### src/rtl/rx_ring_pkg.sv
package rx_ring_pkg;

    typedef enum logic [1:0] {
        ST_IDLE = 2'd0,
        ST_RECV = 2'd1,
        ST_DROP = 2'd2,
        ST_HDR  = 2'd3
    } ring_fsm_t;

    localparam int OFS_W     = 8;
    localparam int HDR_BYTES = 4;
    localparam int BEAT_W    = $clog2(HDR_BYTES);

    localparam logic [2:0] SEL_START = 3'd0;
    localparam logic [2:0] SEL_STOP  = 3'd1;
    localparam logic [2:0] SEL_CURR  = 3'd2;
    localparam logic [2:0] SEL_BND   = 3'd3;
    localparam logic [2:0] SEL_FREE  = 3'd4;

endpackage

### src/rtl/rx_ring_step.sv
module rx_ring_step #(
    parameter int PAGE_W = 8
) (
    input  logic [PAGE_W+rx_ring_pkg::OFS_W-1:0] addr,
    input  logic [PAGE_W-1:0]                    start_pg,
    input  logic [PAGE_W-1:0]                    stop_pg,
    output logic [PAGE_W+rx_ring_pkg::OFS_W-1:0] addr_next,
    output logic [PAGE_W-1:0]                    page_after
);
    import rx_ring_pkg::*;

    logic [PAGE_W-1:0] page_cur;
    logic [PAGE_W-1:0] page_inc;
    logic [OFS_W-1:0]  ofs_cur;

    always_comb begin
        page_cur = addr[PAGE_W+OFS_W-1:OFS_W];
        ofs_cur  = addr[OFS_W-1:0];
        page_inc = page_cur + 1'b1;
        if (page_inc == stop_pg) begin
            page_inc = start_pg;
        end
        page_after = page_inc;
        if (ofs_cur == {OFS_W{1'b1}}) begin
            addr_next = {page_inc, {OFS_W{1'b0}}};
        end else begin
            addr_next = {page_cur, ofs_cur + 1'b1};
        end
    end

endmodule

### src/rtl/rx_ring_hdr.sv
module rx_ring_hdr #(
    parameter int PAGE_W = 8,
    parameter int LEN_W  = 16
) (
    input  logic [rx_ring_pkg::BEAT_W-1:0] beat,
    input  logic [7:0]                     status,
    input  logic [PAGE_W-1:0]              next_pg,
    input  logic [LEN_W-1:0]               length,
    output logic [7:0]                     hdr_byte
);
    import rx_ring_pkg::*;

    localparam int LEN_BYTES = HDR_BYTES - 2;

    logic [7:0] slot [HDR_BYTES];
    logic [8*LEN_BYTES-1:0] len_ext;

    assign len_ext = (8*LEN_BYTES)'(length);
    assign slot[0] = status;
    assign slot[1] = 8'(next_pg);

    for (genvar g = 0; g < LEN_BYTES; g++) begin : g_len
        assign slot[2+g] = len_ext[8*g +: 8];
    end

    assign hdr_byte = slot[beat];

endmodule

### src/rtl/rx_ring_free.sv
module rx_ring_free #(
    parameter int PAGE_W = 8
) (
    input  logic [PAGE_W-1:0] next_unread,
    input  logic [PAGE_W-1:0] start_pg,
    input  logic [PAGE_W-1:0] stop_pg,
    output logic [PAGE_W-1:0] bnd_new
);
    always_comb begin
        if (next_unread <= start_pg) begin
            bnd_new = stop_pg - 1'b1;
        end else begin
            bnd_new = next_unread - 1'b1;
        end
    end
endmodule

### src/rtl/rx_ring_mgr.sv
module rx_ring_mgr #(
    parameter int              PAGE_W    = 8,
    parameter int              LEN_W     = 16,
    parameter logic [PAGE_W-1:0] RST_START = 8'h40,
    parameter logic [PAGE_W-1:0] RST_STOP  = 8'h80
) (
    input  logic                       clk,
    input  logic                       rst_n,
    input  logic                       rx_valid,
    input  logic [7:0]                 rx_data,
    input  logic                       rx_last,
    input  logic [7:0]                 rx_status,
    output logic                       rx_ready,
    output logic                       ram_we,
    output logic [PAGE_W+8-1:0]        ram_addr,
    output logic [7:0]                 ram_wdata,
    input  logic                       reg_we,
    input  logic [2:0]                 reg_sel,
    input  logic [PAGE_W-1:0]          reg_wdata,
    output logic [PAGE_W-1:0]          reg_rdata,
    input  logic                       ovf_clr,
    output logic                       ovf_flag
);
    import rx_ring_pkg::*;

    localparam int ADDR_W = PAGE_W + OFS_W;
    localparam logic [OFS_W-1:0] DATA_OFS = OFS_W'(HDR_BYTES);
    localparam logic [BEAT_W-1:0] LAST_BEAT = BEAT_W'(HDR_BYTES - 1);

    typedef struct packed {
        ring_fsm_t         fsm;
        logic [ADDR_W-1:0] wr;
        logic [LEN_W-1:0]  len;
        logic [PAGE_W-1:0] nxt;
        logic [7:0]        stat;
        logic [BEAT_W-1:0] beat;
        logic [PAGE_W-1:0] start;
        logic [PAGE_W-1:0] stop;
        logic [PAGE_W-1:0] curr;
        logic [PAGE_W-1:0] bnd;
        logic              ovf;
    } ring_state_t;

    ring_state_t st_d, st_q;

    logic [ADDR_W-1:0] cur_addr;
    logic [ADDR_W-1:0] step_addr;
    logic [PAGE_W-1:0] step_page;
    logic [7:0]        hdr_byte;
    logic [PAGE_W-1:0] bnd_free;
    logic              accept;
    logic              full;
    logic              ready_w;

    assign cur_addr = (st_q.fsm == ST_IDLE) ? {st_q.curr, DATA_OFS} : st_q.wr;
    assign ready_w  = (st_q.fsm != ST_HDR);
    assign accept   = rx_valid && ready_w;
    assign full     = (cur_addr[ADDR_W-1:OFS_W] == st_q.bnd);

    rx_ring_step #(.PAGE_W(PAGE_W)) u_step (
        .addr       (cur_addr),
        .start_pg   (st_q.start),
        .stop_pg    (st_q.stop),
        .addr_next  (step_addr),
        .page_after (step_page)
    );

    rx_ring_hdr #(.PAGE_W(PAGE_W), .LEN_W(LEN_W)) u_hdr (
        .beat     (st_q.beat),
        .status   (st_q.stat),
        .next_pg  (st_q.nxt),
        .length   (st_q.len),
        .hdr_byte (hdr_byte)
    );

    rx_ring_free #(.PAGE_W(PAGE_W)) u_free (
        .next_unread (reg_wdata),
        .start_pg    (st_q.start),
        .stop_pg     (st_q.stop),
        .bnd_new     (bnd_free)
    );

    always_comb begin
        st_d      = st_q;
        ram_we    = 1'b0;
        ram_addr  = cur_addr;
        ram_wdata = rx_data;

        if (reg_we) begin
            case (reg_sel)
                SEL_START: st_d.start = reg_wdata;
                SEL_STOP:  st_d.stop  = reg_wdata;
                SEL_CURR:  st_d.curr  = reg_wdata;
                SEL_BND:   st_d.bnd   = reg_wdata;
                SEL_FREE:  st_d.bnd   = bnd_free;
                default:   ;
            endcase
        end

        if (ovf_clr) begin
            st_d.ovf = 1'b0;
        end

        case (st_q.fsm)
            ST_IDLE, ST_RECV: begin
                if (accept) begin
                    if (st_q.ovf) begin
                        st_d.fsm = rx_last ? ST_IDLE : ST_DROP;
                    end else if (full) begin
                        st_d.ovf = 1'b1;
                        st_d.fsm = rx_last ? ST_IDLE : ST_DROP;
                    end else begin
                        ram_we  = 1'b1;
                        st_d.wr = step_addr;
                        st_d.len = (st_q.fsm == ST_IDLE) ? LEN_W'(1) : st_q.len + 1'b1;
                        if (rx_last) begin
                            st_d.stat = rx_status;
                            st_d.nxt  = step_page;
                            st_d.beat = '0;
                            st_d.fsm  = ST_HDR;
                        end else begin
                            st_d.fsm  = ST_RECV;
                        end
                    end
                end
            end
            ST_DROP: begin
                if (accept && rx_last) begin
                    st_d.fsm = ST_IDLE;
                end
            end
            ST_HDR: begin
                ram_we    = 1'b1;
                ram_addr  = {st_q.curr, OFS_W'(st_q.beat)};
                ram_wdata = hdr_byte;
                st_d.beat = st_q.beat + 1'b1;
                if (st_q.beat == LAST_BEAT) begin
                    st_d.curr = st_q.nxt;
                    st_d.fsm  = ST_IDLE;
                end
            end
            default: st_d.fsm = ST_IDLE;
        endcase
    end

    always_ff @(posedge clk) begin
        if (!rst_n) begin
            st_q       <= '0;
            st_q.fsm   <= ST_IDLE;
            st_q.start <= RST_START;
            st_q.stop  <= RST_STOP;
            st_q.curr  <= RST_START + 1'b1;
            st_q.bnd   <= RST_START;
        end else begin
            st_q <= st_d;
        end
    end

    always_comb begin
        case (reg_sel)
            SEL_START: reg_rdata = st_q.start;
            SEL_STOP:  reg_rdata = st_q.stop;
            SEL_CURR:  reg_rdata = st_q.curr;
            default:   reg_rdata = st_q.bnd;
        endcase
    end

    assign rx_ready = ready_w;
    assign ovf_flag = st_q.ovf;

    logic [PAGE_W-1:0] curr_w;
    logic [PAGE_W-1:0] bnd_w;
    assign curr_w = st_q.curr;
    assign bnd_w  = st_q.bnd;

endmodule

### config.mk
export PLATFORM = sky130hd
export DESIGN_NAME = rx_ring_mgr
export DESIGN_NICKNAME = d
export VERILOG_FILES = /design/src/rtl/rx_ring_pkg.sv /design/src/rtl/rx_ring_step.sv /design/src/rtl/rx_ring_hdr.sv /design/src/rtl/rx_ring_free.sv /design/src/rtl/rx_ring_mgr.sv
export SDC_FILE = /design/constraint.sdc
export NUM_CORES = 1
export LEC_CHECK = 0
export BUFFER_PORTS_ARGS = -buffer_cell sky130_fd_sc_hd__buf_2
export CAP_MARGIN = 20
export CORE_ASPECT_RATIO = 0.8
export CORE_MARGIN = 3
export CORE_UTILIZATION = 51
export DETAILED_ROUTE_END_ITERATION = 8
export GPL_TIMING_DRIVEN = 1
export PLACE_DENSITY = 0.81
export SETUP_SLACK_MARGIN = 0.02
export SLEW_MARGIN = 20
export SYNTH_ARGS = -nofsm -noshare
export SYNTH_HDL_FRONTEND = slang
export SYNTH_SLANG_ARGS = --single-unit
### constraint.sdc
create_clock -name clk -period 7.1 [get_ports clk]
set_input_delay 0.355 -clock clk [delete_from_list [all_inputs] [get_ports clk]]
set_output_delay 0.355 -clock clk [all_outputs]
set_load 0.01 [all_outputs]
# ---- Yosys cells after proc, flatten, opt, wreduce, memory -nomap -nowiden
# Cells that the tools add are included.
dict set report word_totals {
  output_inout_bits 35
  in_bits 33
  regBits 85
}
dict set report classes {
  order_cmp 2
  reduce_logical 14
  addsub 6
  mux 37
  bitwise_logic 3
  n_eq_ne 18
}
# op n
set op_table {}
lappend op_table {{$mux 50} 2}
lappend op_table {{$mux 16} 5}
lappend op_table {{$mux 8} 8}
lappend op_table {{$mux 52} 1}
lappend op_table {{$pmux 8 s3} 1}
lappend op_table {{$mux 18} 1}
lappend op_table {{$add 16x1->16 const B} 1}
lappend op_table {{$add 8x1->8 const B} 2}
lappend op_table {{$bmux 8 s2} 1}
lappend op_table {{$eq 8x8->1} 2}
lappend op_table {{$pmux 8 s2} 1}
lappend op_table {{$sub 8x1->8 const B} 2}
lappend op_table {{$ne 2x2->1 const B} 7}
lappend op_table {{$mux 2} 6}
lappend op_table {{$reduce_and 5->1} 2}
lappend op_table {{$eq 8x8->1 const B} 1}
lappend op_table {{$le 8x8->1} 1}
lappend op_table {{$mux 1} 8}
lappend op_table {{$eq 2x2->1 const B} 3}
lappend op_table {{$eq 3x2->1 const B} 2}
lappend op_table {{$pmux 2 s3} 1}
lappend op_table {{$reduce_and 2->1} 3}
lappend op_table {{$pmux 2 s2} 1}
lappend op_table {{$reduce_and 4->1} 1}
lappend op_table {{other kinds (14)} 17}

# ---- Depth between registers and ports, before layout
# Gate-level depths: netlist (run 1).
dict set report depth {
  word_depth 10
  depth_mapped 17
}

# ---- By module
# A second synthesis (run 1) with hierarchy kept.
dict set report unflattened {
  cells_unflattened 748
  area_unflattened_um2 6109.6
}
# mod area_each_um2 instances cells_per_inst
set modules_own_cells {}
lappend modules_own_cells {rx_ring_mgr 4583.1 1 551}
lappend modules_own_cells {rx_ring_step 829.5 1 115}
lappend modules_own_cells {rx_ring_free 500.5 1 72}
lappend modules_own_cells {rx_ring_hdr 196.4 1 10}

# ---- Worst setup path after synthesis (run 1)
# No wires, ideal clock.
dict set report synth_timing {
  path_kind {reg-to-reg}
  startpoint {reg st_q[83] in the netlist's numbering}
  endpoint {reg st_q[78] in the netlist's numbering}
  stages_incl_launch_ff 12
  n_path_buf 1
  path_slack_ns 3.885
  setup_time_ns 0.075
  arrival_time_ns 3.140
  required_time_ns 7.025
  cell_sequence {dfxtp_1 > buf_6 > nor2_2 > mux2i_1 > inv_1 > ha_1 > xnor3_1 > nor4_1 > nand4_4 > nor2_8 > mux2_1 > o21ai_0}
}
dict set report synth_via {
  elab_chain_len 6
  word_cells_on_any_way 14
  classes_between {add/sub (1); eq/ne (5); mux (3); bitwise (1); reduce/logical (4)}
}
# element line
set synth_lines {}
lappend synth_lines {{start, declared} rx_ring_mgr.sv:44} ;# ring_state_t st_d, st_q;
lappend synth_lines {{start signal, assigned} rx_ring_mgr.sv:155} ;# st_q <= st_d;
lappend synth_lines {{$logic_not 2->1} {rx_ring_mgr.sv:55, rx_ring_mgr.sv:104}}
lappend synth_lines {{$mux 16} rx_ring_mgr.sv:55} ;# assign cur_addr = (st_q.fsm == ST_IDLE) ? {st_q.curr, DATA_OFS} : st_q.wr;
lappend synth_lines {{$add 8x1->8} rx_ring_step.sv:19} ;# page_inc = page_cur + 1'b1;
lappend synth_lines {{$eq 8x8->1} rx_ring_step.sv:20} ;# if (page_inc == stop_pg) begin
lappend synth_lines {{$mux 8} rx_ring_step.sv:20}
lappend synth_lines {{$mux 16} rx_ring_step.sv:24} ;# if (ofs_cur == {OFS_W{1'b1}}) begin
# Parallel ways exist; a longest one is shown, timed or not.
# A chain may end at the register's enable or synchronous reset.

# ---- Worst setup path in the final report (run 1)
dict set report layout_timing {
  startpoint {reg st_q[83] in the netlist's numbering}
  endpoint {out ram_we}
}
dict set report layout_via {
  elab_chain_len 7
  word_cells_on_any_way 12
  classes_between {eq/ne (4); mux (5); reduce/logical (3)}
}
# element line
set layout_lines {}
lappend layout_lines {{$logic_not 2->1} {rx_ring_mgr.sv:55, rx_ring_mgr.sv:104}}
lappend layout_lines {{$mux 16} rx_ring_mgr.sv:55}
lappend layout_lines {{$eq 8x8->1} rx_ring_mgr.sv:58} ;# assign full = (cur_addr[ADDR_W-1:OFS_W] == st_q.bnd);
lappend layout_lines {{$mux 1} rx_ring_mgr.sv:109} ;# end else if (full) begin
lappend layout_lines {{$mux 1} rx_ring_mgr.sv:107} ;# if (st_q.ovf) begin
lappend layout_lines {{$mux 1} rx_ring_mgr.sv:106} ;# if (accept) begin
lappend layout_lines {{$pmux 1 s2 *} rx_ring_mgr.sv:104} ;# case (st_q.fsm)
lappend layout_lines {{end, declared} rx_ring_mgr.sv:14} ;# output logic ram_we,
# Mark *: on every way between the ends. The rest lies on a longest branch, timed or not.

==> summary.md, run 1 <==
| Metric | Value |
|---|---|
| Worst-path maximum fanout | `30` |
| Antenna-violating nets left | `0` |
| Worst hold start | `rx_status[2]` |
| Worst min path class | `in -> reg` |
| Synth Register Bits | `85` |
| Largest net degree at the start of global routing | `just over 80` |
| Mapped cell area | `around 5600 µm²` |
| Initial antenna violation count | `0` |
| IO Port Bufs | `67` |
| Die area | `between 10000 and 15000 µm²` |
| Number of global-route vias before repair | `slightly above 5000` |
| Slew @ Worst Pin | `roughly 0.99 ns` |
| Setup violations, final | `0` |
| Post-route minimum period | `approximately 4.3 ns` |
| Top cells by area, synth | `dfxtp_1 31%, nand2_1 9.0%, mux2i_1 5.7%, xnor2_1 4.2%, a21boi_0 4.2%` |
| H-Tree Depth | `3` |
| RSZ-0062 raised after global routing | `false` |
| Vias | `roughly 5500` |
| Die height | `approximately 100 µm` |
| First-pass GRT wire length | `26.52 mm` |
| First drt pass iteration count | `6` |
| Crit end category | `output pin` |
| Sw frac | `between 30% and 40%` |
| Rel. slew slack | `33.27%` |
| Hold Violations, Final | `0` |
| Routed vias/inst | `between 6 and 7` |
| Gates resized, CTS repair | `0` |
| Clk sink count | `85` |
| Fill count | `just over 900` |
| Clock share of power | `between 30 and 40%` |
| Die X | `around 120 µm` |
| Number of diodes | `0` |
| WL final | `16.33 mm` |
| Placed wire-length estimate | `between 10 and 15 mm` |
| Drt initial violations | `575` |
| Area Overhead vs Synth | `11.43%` |
| Period utilization | `about three fifths` |
| Worst r2r dst | `st_q[78]$_SDFFE_PN0P_` |
| Global Route Usage Sum | `27.37%` |
| Post-CTS Hold Buffers | `0` |
| Power share of the sequential group | `a little over two fifths` |
| WS Path Type | `reg -> out` |
| Placed inst area | `between 5000 and 6000 µm²` |
| Clock skew | `0.008925 ns` |
| Average cell area after synthesis | `7.873 µm²` |
| Pwr Total | `1.310 mW` |
| Fin area | `around 6200 µm²` |
| DRC Markers | `0` |
| Worst path arrival time | `~4 ns` |
| Initial Util | `a little over half` |
| R2R cell count | `10` |
| Most frequent cells in the layout | `133 x nand2_1, 85 x dfxtp_1, 67 x buf_2` |
| Worst setup SP type | `flip-flop` |
| Clock slew at reported path FFs | `around 0.06 ns` |
| Switching power | `approximately 0.44 mW` |
| Power Density | `about 210 nW/µm²` |
| Syn. warnings | `0` |
| TritonCTS Buffers | `9` |
| Leak | `between 2 and 3 nW` |
| Main synth FF type | `dfxtp_1` |
| Worst vdd ir | `0.1227 mV` |
| Register area share after synthesis | `between 30 and 40%` |
| Routed wire per std cell | `around 18 µm` |
| Post-synth EDFFs | `0` |
| Sequential cell area | `between 1500 and 2000 µm²` |
| Area share of the leading cell type in the synthesized netlist | `a little under a third` |
| Area of the multi-input gates | `roughly 3600 µm²` |
| Core box area | `about 10000 µm²` |
| Final setup TNS | `0 ns` |
| Cell internal pwr | `slightly below 0.9 mW` |
| Slew Viols, Final | `0` |
| Comb power frac | `around a quarter` |
| Slack of the worst reg-to-reg path | `2.96 ns` |
| Worst Hold Depth | `3` |
| Grt ovf | `0` |
| Clock Path Buffers | `2` |
| Layout Nets | `790` |
| # Post-CTS Setup Buffers | `0` |
| Worst EP required | `about 6.7 ns` |
| Run status | `complete, no violations` |
| Reg2reg start | `st_q[83]$_SDFFE_PN0P_` |
| Synth Instances | `between 700 and 800` |
| Netlist cell types | `between 60 and 70` |
| Max-cap viol count | `0` |
| Boundary pin count | `between 60 and 70` |
| Ys async rst share | `0%` |
| Layout cells sized above 1 | `between 10% and 20%` |
| Fmax | `between 200 and 250 MHz` |
| Final hold slack | `~0.26 ns` |
| Routability Congestion | `0.9447` |
| Syn Nets | `about 750` |
| Root Driver | `clkbuf_16` |
| Clk_lat worst skew | `between 0.3 and 0.4 ns` |
| Commonest non-fill, non-tap cell in the layout | `nand2_1` |
| Row count | `33` |
| Hold Path Sink | `st_q[37]$_SDFFE_PN0P_` |
| CTS tree | `yes` |
| Dominant cell type by area after synthesis | `dfxtp_1` |
## stage by stage
| step | cells | setup WS [ns] | util [%] |
|---|---|---|---|
| finish | 889 | 2.787 | 59.46 |
| detailed placement | 873 | 3.041 | 56.80 |
| global route | 889 | 2.518 | 59.46 |
| global placement | 873 | 3.203 | 56.80 |
| CTS | 889 | 2.874 | 59.46 |
| floorplan | 708 | 3.885 | - |
## power by group through the flow
stage               Combinational (mW)  Sequential [mW]  Clock (mW)
finish                           0.321            0.545       0.444
global route                     0.355            0.548       0.470
CTS                              0.317            0.544       0.451
detailed placement               0.314            0.554           0
global placement                 0.307            0.551           0
floorplan                        0.244            0.531           0
## cell families (layout without fill, tap and decap cells)
kind of cell,after synthesis,in the layout,share of synthesized area (%)
xor gates and xnor gates,43,43,7.385
adders and majority gates,13,13,2.918
muxes,45,45,9.989
buffers and inverters,63,104,4.556
and+or+nand+nor,294,294,25.45
DFF,85,85,30.53
AOI/OAI and AO/OA,165,165,19.17
## Yosys cell counts (10+ instances only)
cell type    n
xor2_1      13
nand3_1     24
xnor2_1     27
mux2i_1     32
and2_1      13
nor2_1      46
a21oi_1     38
dfxtp_1     85
a21boi_0    31
o21ai_0     41
inv_1       15
clkbuf_1    34
and3_1      10
nand2_1    133
nor3_1      16
ha_1        13
## registers in the layout (all words and copies together), names as in the netlist
register	flops
curr_w	8
st_q	68
bnd_w	8
ovf_flag	1
## area by class of cell
class / instances / area share (%)
clock buffers: 12 / 3.969
clock inverters: 4 / 0.5036
inverters: 16 / 0.9670
multi-input cells: 560 / 58.34
flip-flops and latches: 85 / 27.40
well taps: 140 / 2.820
repair buffers: 72 / 6.003
## routing by layer
metal / up-vias / global-route usage (%) / share of wire [%]
li1: 2570 / - / -
met1: 2555 / 38.13 / 42
met2: 288 / 40.99 / 44
met3: 57 / 6.083 / 10
met4: 0 / 11.36 / 3.3
met5: - / 0 / 0
## worst max-delay path: stages, from the launching register on
cell	delay (ns)
dfxtp_1	0.49
nor2_2	0.62
mux2i_1	0.70
xnor2_1	0.16
nor4_1	0.64
a211o_1	0.38
buf_4	0.37
nand2_1	0.08
buf_2	0.16
## worst max path at each step
stage | start | endpoint | slack, ns | cells after the start
4_1_cts | st_q[83]$_SDFFE_PN0P_ | ram_we | 2.87 | 8
6_report | st_q[83]$_SDFFE_PN0P_ | ram_we | 2.79 | 8
3_5_place_dp | st_q[83]$_SDFFE_PN0P_ | st_q[78]$_SDFFE_PN0P_ | 3.04 | 10
5_1_grt | st_q[83]$_SDFFE_PN0P_ | ram_we | 2.52 | 8
2_1_floorplan | st_q[83]$_SDFFE_PN0P_ | st_q[78]$_SDFFE_PN0P_ | 3.88 | 11
3_3_place_gp | st_q[83]$_SDFFE_PN0P_ | st_q[47]$_SDFFE_PN0P_ | 3.20 | 9
(Power assumes the default switching activity.)
==> run 2, diff against run 1 <==
==> constraint.sdc (replaced) <==
create_clock -name clk -period 4.19 [get_ports clk]
set_input_delay 0.2095 -clock clk [delete_from_list [all_inputs] [get_ports clk]]
set_output_delay 0.2095 -clock clk [all_outputs]
set_load 0.01 [all_outputs]
==> summary.md, run 2 (synthesis results as in run 1) <==
| Metric | Value |
|---|---|
| Worst-path maximum fanout | `20 (was 30)` |
| Top reg by flops | `st_q (unchanged)` |
| Final setup TNS | `0 ns (unchanged)` |
| Power Density | `360.8 nW/µm² (was 211.0 nW/µm²)` |
| CTS tree | `yes (unchanged)` |
| H-Tree Depth | `3 (unchanged)` |
| WL final | `16.76 mm (was 16.33 mm)` |
| Slew Viols, Final | `0 (unchanged)` |
| Crit end category | `output pin (unchanged)` |
| Antenna-violating nets left | `0 (unchanged)` |
| Area Overhead vs Synth | `12.50% (was 11.43%)` |
| TritonCTS Buffers | `9 (unchanged)` |
| R2R cell count | `11 (was 10)` |
| Power share of the sequential group | `40.9% (was 41.6%)` |
| Die height | `99.51 µm (unchanged)` |
| Post-route minimum period | `3.736 ns` |
| Initial Util | `53.36% (unchanged)` |
| Slew @ Worst Pin | `1.019 ns (was 0.9943 ns)` |
| Vias | `5531 (was 5470)` |
| Clock skew | `0.009853 ns (was 0.008925 ns)` |
| Leak | `2.557 nW (was 2.530 nW)` |
| Worst EP required | `3.98 ns (was 6.74 ns)` |
| Grt ovf | `0 (unchanged)` |
| Core box area | `10450 µm² (unchanged)` |
| Hold Path Sink | `st_q[41]$_SDFFE_PN0P_ (was st_q[37]$_SDFFE_PN0P_)` |
| Clock Path Buffers | `2 (unchanged)` |
| Root Driver | `clkbuf_16 (unchanged)` |
| Clock share of power | `34.2% (was 33.9%)` |
| DP Worst Slack | `0.4638 ns (was 3.041 ns)` |
| Pwr Total | `2.262 mW (was 1.310 mW)` |
| M1 WL | `7.311 mm (was 6.900 mm)` |
| Worst vdd ir | `0.2227 mV (was 0.1227 mV)` |
| Clk sink count | `85 (unchanged)` |
| Drt initial violations | `675 (was 575)` |
| Worst hold start | `rx_status[6] (was rx_status[2])` |
| Cell internal pwr | `1.495 mW (was 0.8750 mW)` |
| Initial antenna violation count | `0 (unchanged)` |
| Number of diodes | `0 (unchanged)` |
| Most frequent cells in the layout | `133 x nand2_1, 85 x dfxtp_1, 67 x buf_2 (unchanged)` |
| Worst setup SP type | `flip-flop (unchanged)` |
| WL met3 | `1.750 mm (was 1.660 mm)` |
| Fill count | `937 (was 933)` |
| Max reg flops | `68 (unchanged)` |
| Reg2reg start | `st_q[83]$_SDFFE_PN0P_ (unchanged)` |
| Boundary pin count | `68 (unchanged)` |
| Routability Congestion | `1.031 (was 0.9447)` |
| Setup violations, final | `0 (unchanged)` |
| Worst Hold Depth | `3 (unchanged)` |
| Slack of the worst reg-to-reg path | `0.65 ns (was 2.96 ns)` |
| Routed wire per std cell | `18.72 µm (was 18.37 µm)` |
| Clk_lat worst skew | `0.35 ns (about the same)` |
| Largest stage delay, worst path | `0.64 ns (was 0.70 ns)` |
| Global Route Usage Sum | `27.69% (was 27.37%)` |
| WS Path Type | `reg -> out (unchanged)` |
| Fmax | `267.7 MHz` |
| Clock slew at reported path FFs | `0.06 ns (about the same)` |
| Switching power | `0.7676 mW (was 0.4354 mW)` |
| Post-CTS Hold Buffers | `0 (unchanged)` |
| Period utilization | `about 89%` |
| Worst path arrival time | `3.53 ns (was 3.96 ns)` |
| Placed wire-length estimate | `12.30 mm (was 11.89 mm)` |
| Worst setup startpoint | `st_q[83]$_SDFFE_PN0P_ (unchanged)` |
| Number of global-route vias before repair | `4976 (was 5173)` |
| First-pass GRT wire length | `26.35 mm (was 26.52 mm)` |
| Die X | `122.9 µm (unchanged)` |
| Detailed route wirelength on metal2 | `7.283 mm (was 7.222 mm)` |
| Final Worst Setup Slack | `0.4542 ns (was 2.787 ns)` |
| IO Port Bufs | `67 (unchanged)` |
| First drt pass iteration count | `6 (unchanged)` |
| Run status | `complete, no violations (unchanged)` |
| Commonest non-fill, non-tap cell in the layout | `nand2_1 (unchanged)` |
| Crit path cell chain | `nor2_4 > mux2i_1 > xnor2_1 > nor4_1 > a211o_1 > buf_4 > nand2_1 > buf_2 (was nor2_2 > mux2i_1 > xnor2_1 > nor4_1 > a211o_1 > buf_4 > nand2_1 > buf_2)` |
| Worst min path class | `in -> reg (unchanged)` |
| Sw frac | `33.93% (was 33.23%)` |
| Comb power frac | `24.9% (was 24.5%)` |
| Routed vias/inst | `6.180 (was 6.153)` |
| Worst r2r dst | `st_q[76]$_SDFFE_PN0P_ (was st_q[78]$_SDFFE_PN0P_)` |
| DRC Markers | `0 (unchanged)` |
| Die area | `12230 µm² (unchanged)` |
| RSZ-0062 raised after global routing | `false (unchanged)` |
| Rel. slew slack | `31.55% (was 33.27%)` |
| Row count | `33 (unchanged)` |
| Layout cells sized above 1 | `15.23% (was 14.29%)` |
| Max-cap viol count | `0 (unchanged)` |
| Top layer in use | `met4 (unchanged)` |
| Cell at the slowest stage of the critical path | `nor4_1 (was mux2i_1)` |
| Hold Violations, Final | `0 (unchanged)` |
| Layout Nets | `796 (was 790)` |
| Largest net degree at the start of global routing | `51 (was 81)` |
| Finished Core Util | `60.03% (was 59.46%)` |
[run 2: changes by cell type in the layout (fill, tap and decap cells not counted), sizes merged]
cell	previous run	this run
clkinv	3	1
clkinvlp	0	2
inv	17	18
buf	72	78
clkbuf	12	11
[run 2: how the worst max path moves through the flow]
stage	endpoint	depth (start not counted)
6_report	ram_we	8
5_1_grt	ram_we	8
4_1_cts	ram_we	8
3_5_place_dp	st_q[49]$_SDFFE_PN0P_	8
3_3_place_gp	st_q[48]$_SDFFE_PN0P_	8
2_1_floorplan	st_q[78]$_SDFFE_PN0P_	11
[run 2: repair_timing]
| action | in CTS | in global routing |
|---|---|---|
| setup buffers | 0 | 0 |
| resized for setup | 0 | 1 |
| endpoints found under the hold margin | 0 | 0 |
| setup endpoints to repair | 0 | 1 |
[run 2: layout make-up]
cell class	instances	area, µm²	area share (%)
Clock buffer	11	242.7	3.871
Clock inverter	5	41.29	0.6584
Inverter	16	60.06	0.9577
Multi-Input combinational cell	560	3632	57.92
Sequential cell	85	1702	27.13
Tap cell	140	175.2	2.793
Timing Repair Buffer	78	417.9	6.664
[run 2: critical path, delay by kind of cell (launching register included)]
kind                   cells  cell delay, ns
multiplexers               1            0.56
AO/OA/AOI/OAI              1            0.35
XOR/XNOR                   1            0.12
buffers and inverters      2            0.46
flip-flops                 1            0.48
AND/OR/NAND/NOR            3            1.20
[run 2: per-stage QoR]
stage | instances | instance area (µm²) | hold slack, ns
finish | 895 | 6271 | 0.1107
global route | 895 | 6271 | 0.1245
CTS | 895 | 6262 | 0.1026
detailed placement | 879 | 5978 | 0.4575
global placement | 879 | 5978 | 0.4505
floorplan | 708 | 5574 | 0.3481
[run 2: power groups by stage]
| stage | sequential, mW | combinational, mW | clock (mW) |
|---|---|---|---|
| after floorplan | 0.900 | 0.414 | 0 |
| after global placement | 0.937 | 0.537 | 0 |
| after detailed placement | 0.939 | 0.547 | 0 |
| after CTS | 0.921 | 0.552 | 0.787 |
| after global routing | 0.932 | 0.615 | 0.819 |
| final | 0.925 | 0.563 | 0.774 |
[run 2: metal layers]
| metal | up-vias | global-route usage [%] |
|---|---|---|
| met1 | 2589 | 39.86 |
| li1 | 2580 | - |
| met4 | 0 | 8.864 |
| met2 | 318 | 40.78 |
| met5 | - | 0 |
| met3 | 44 | 6.708 |
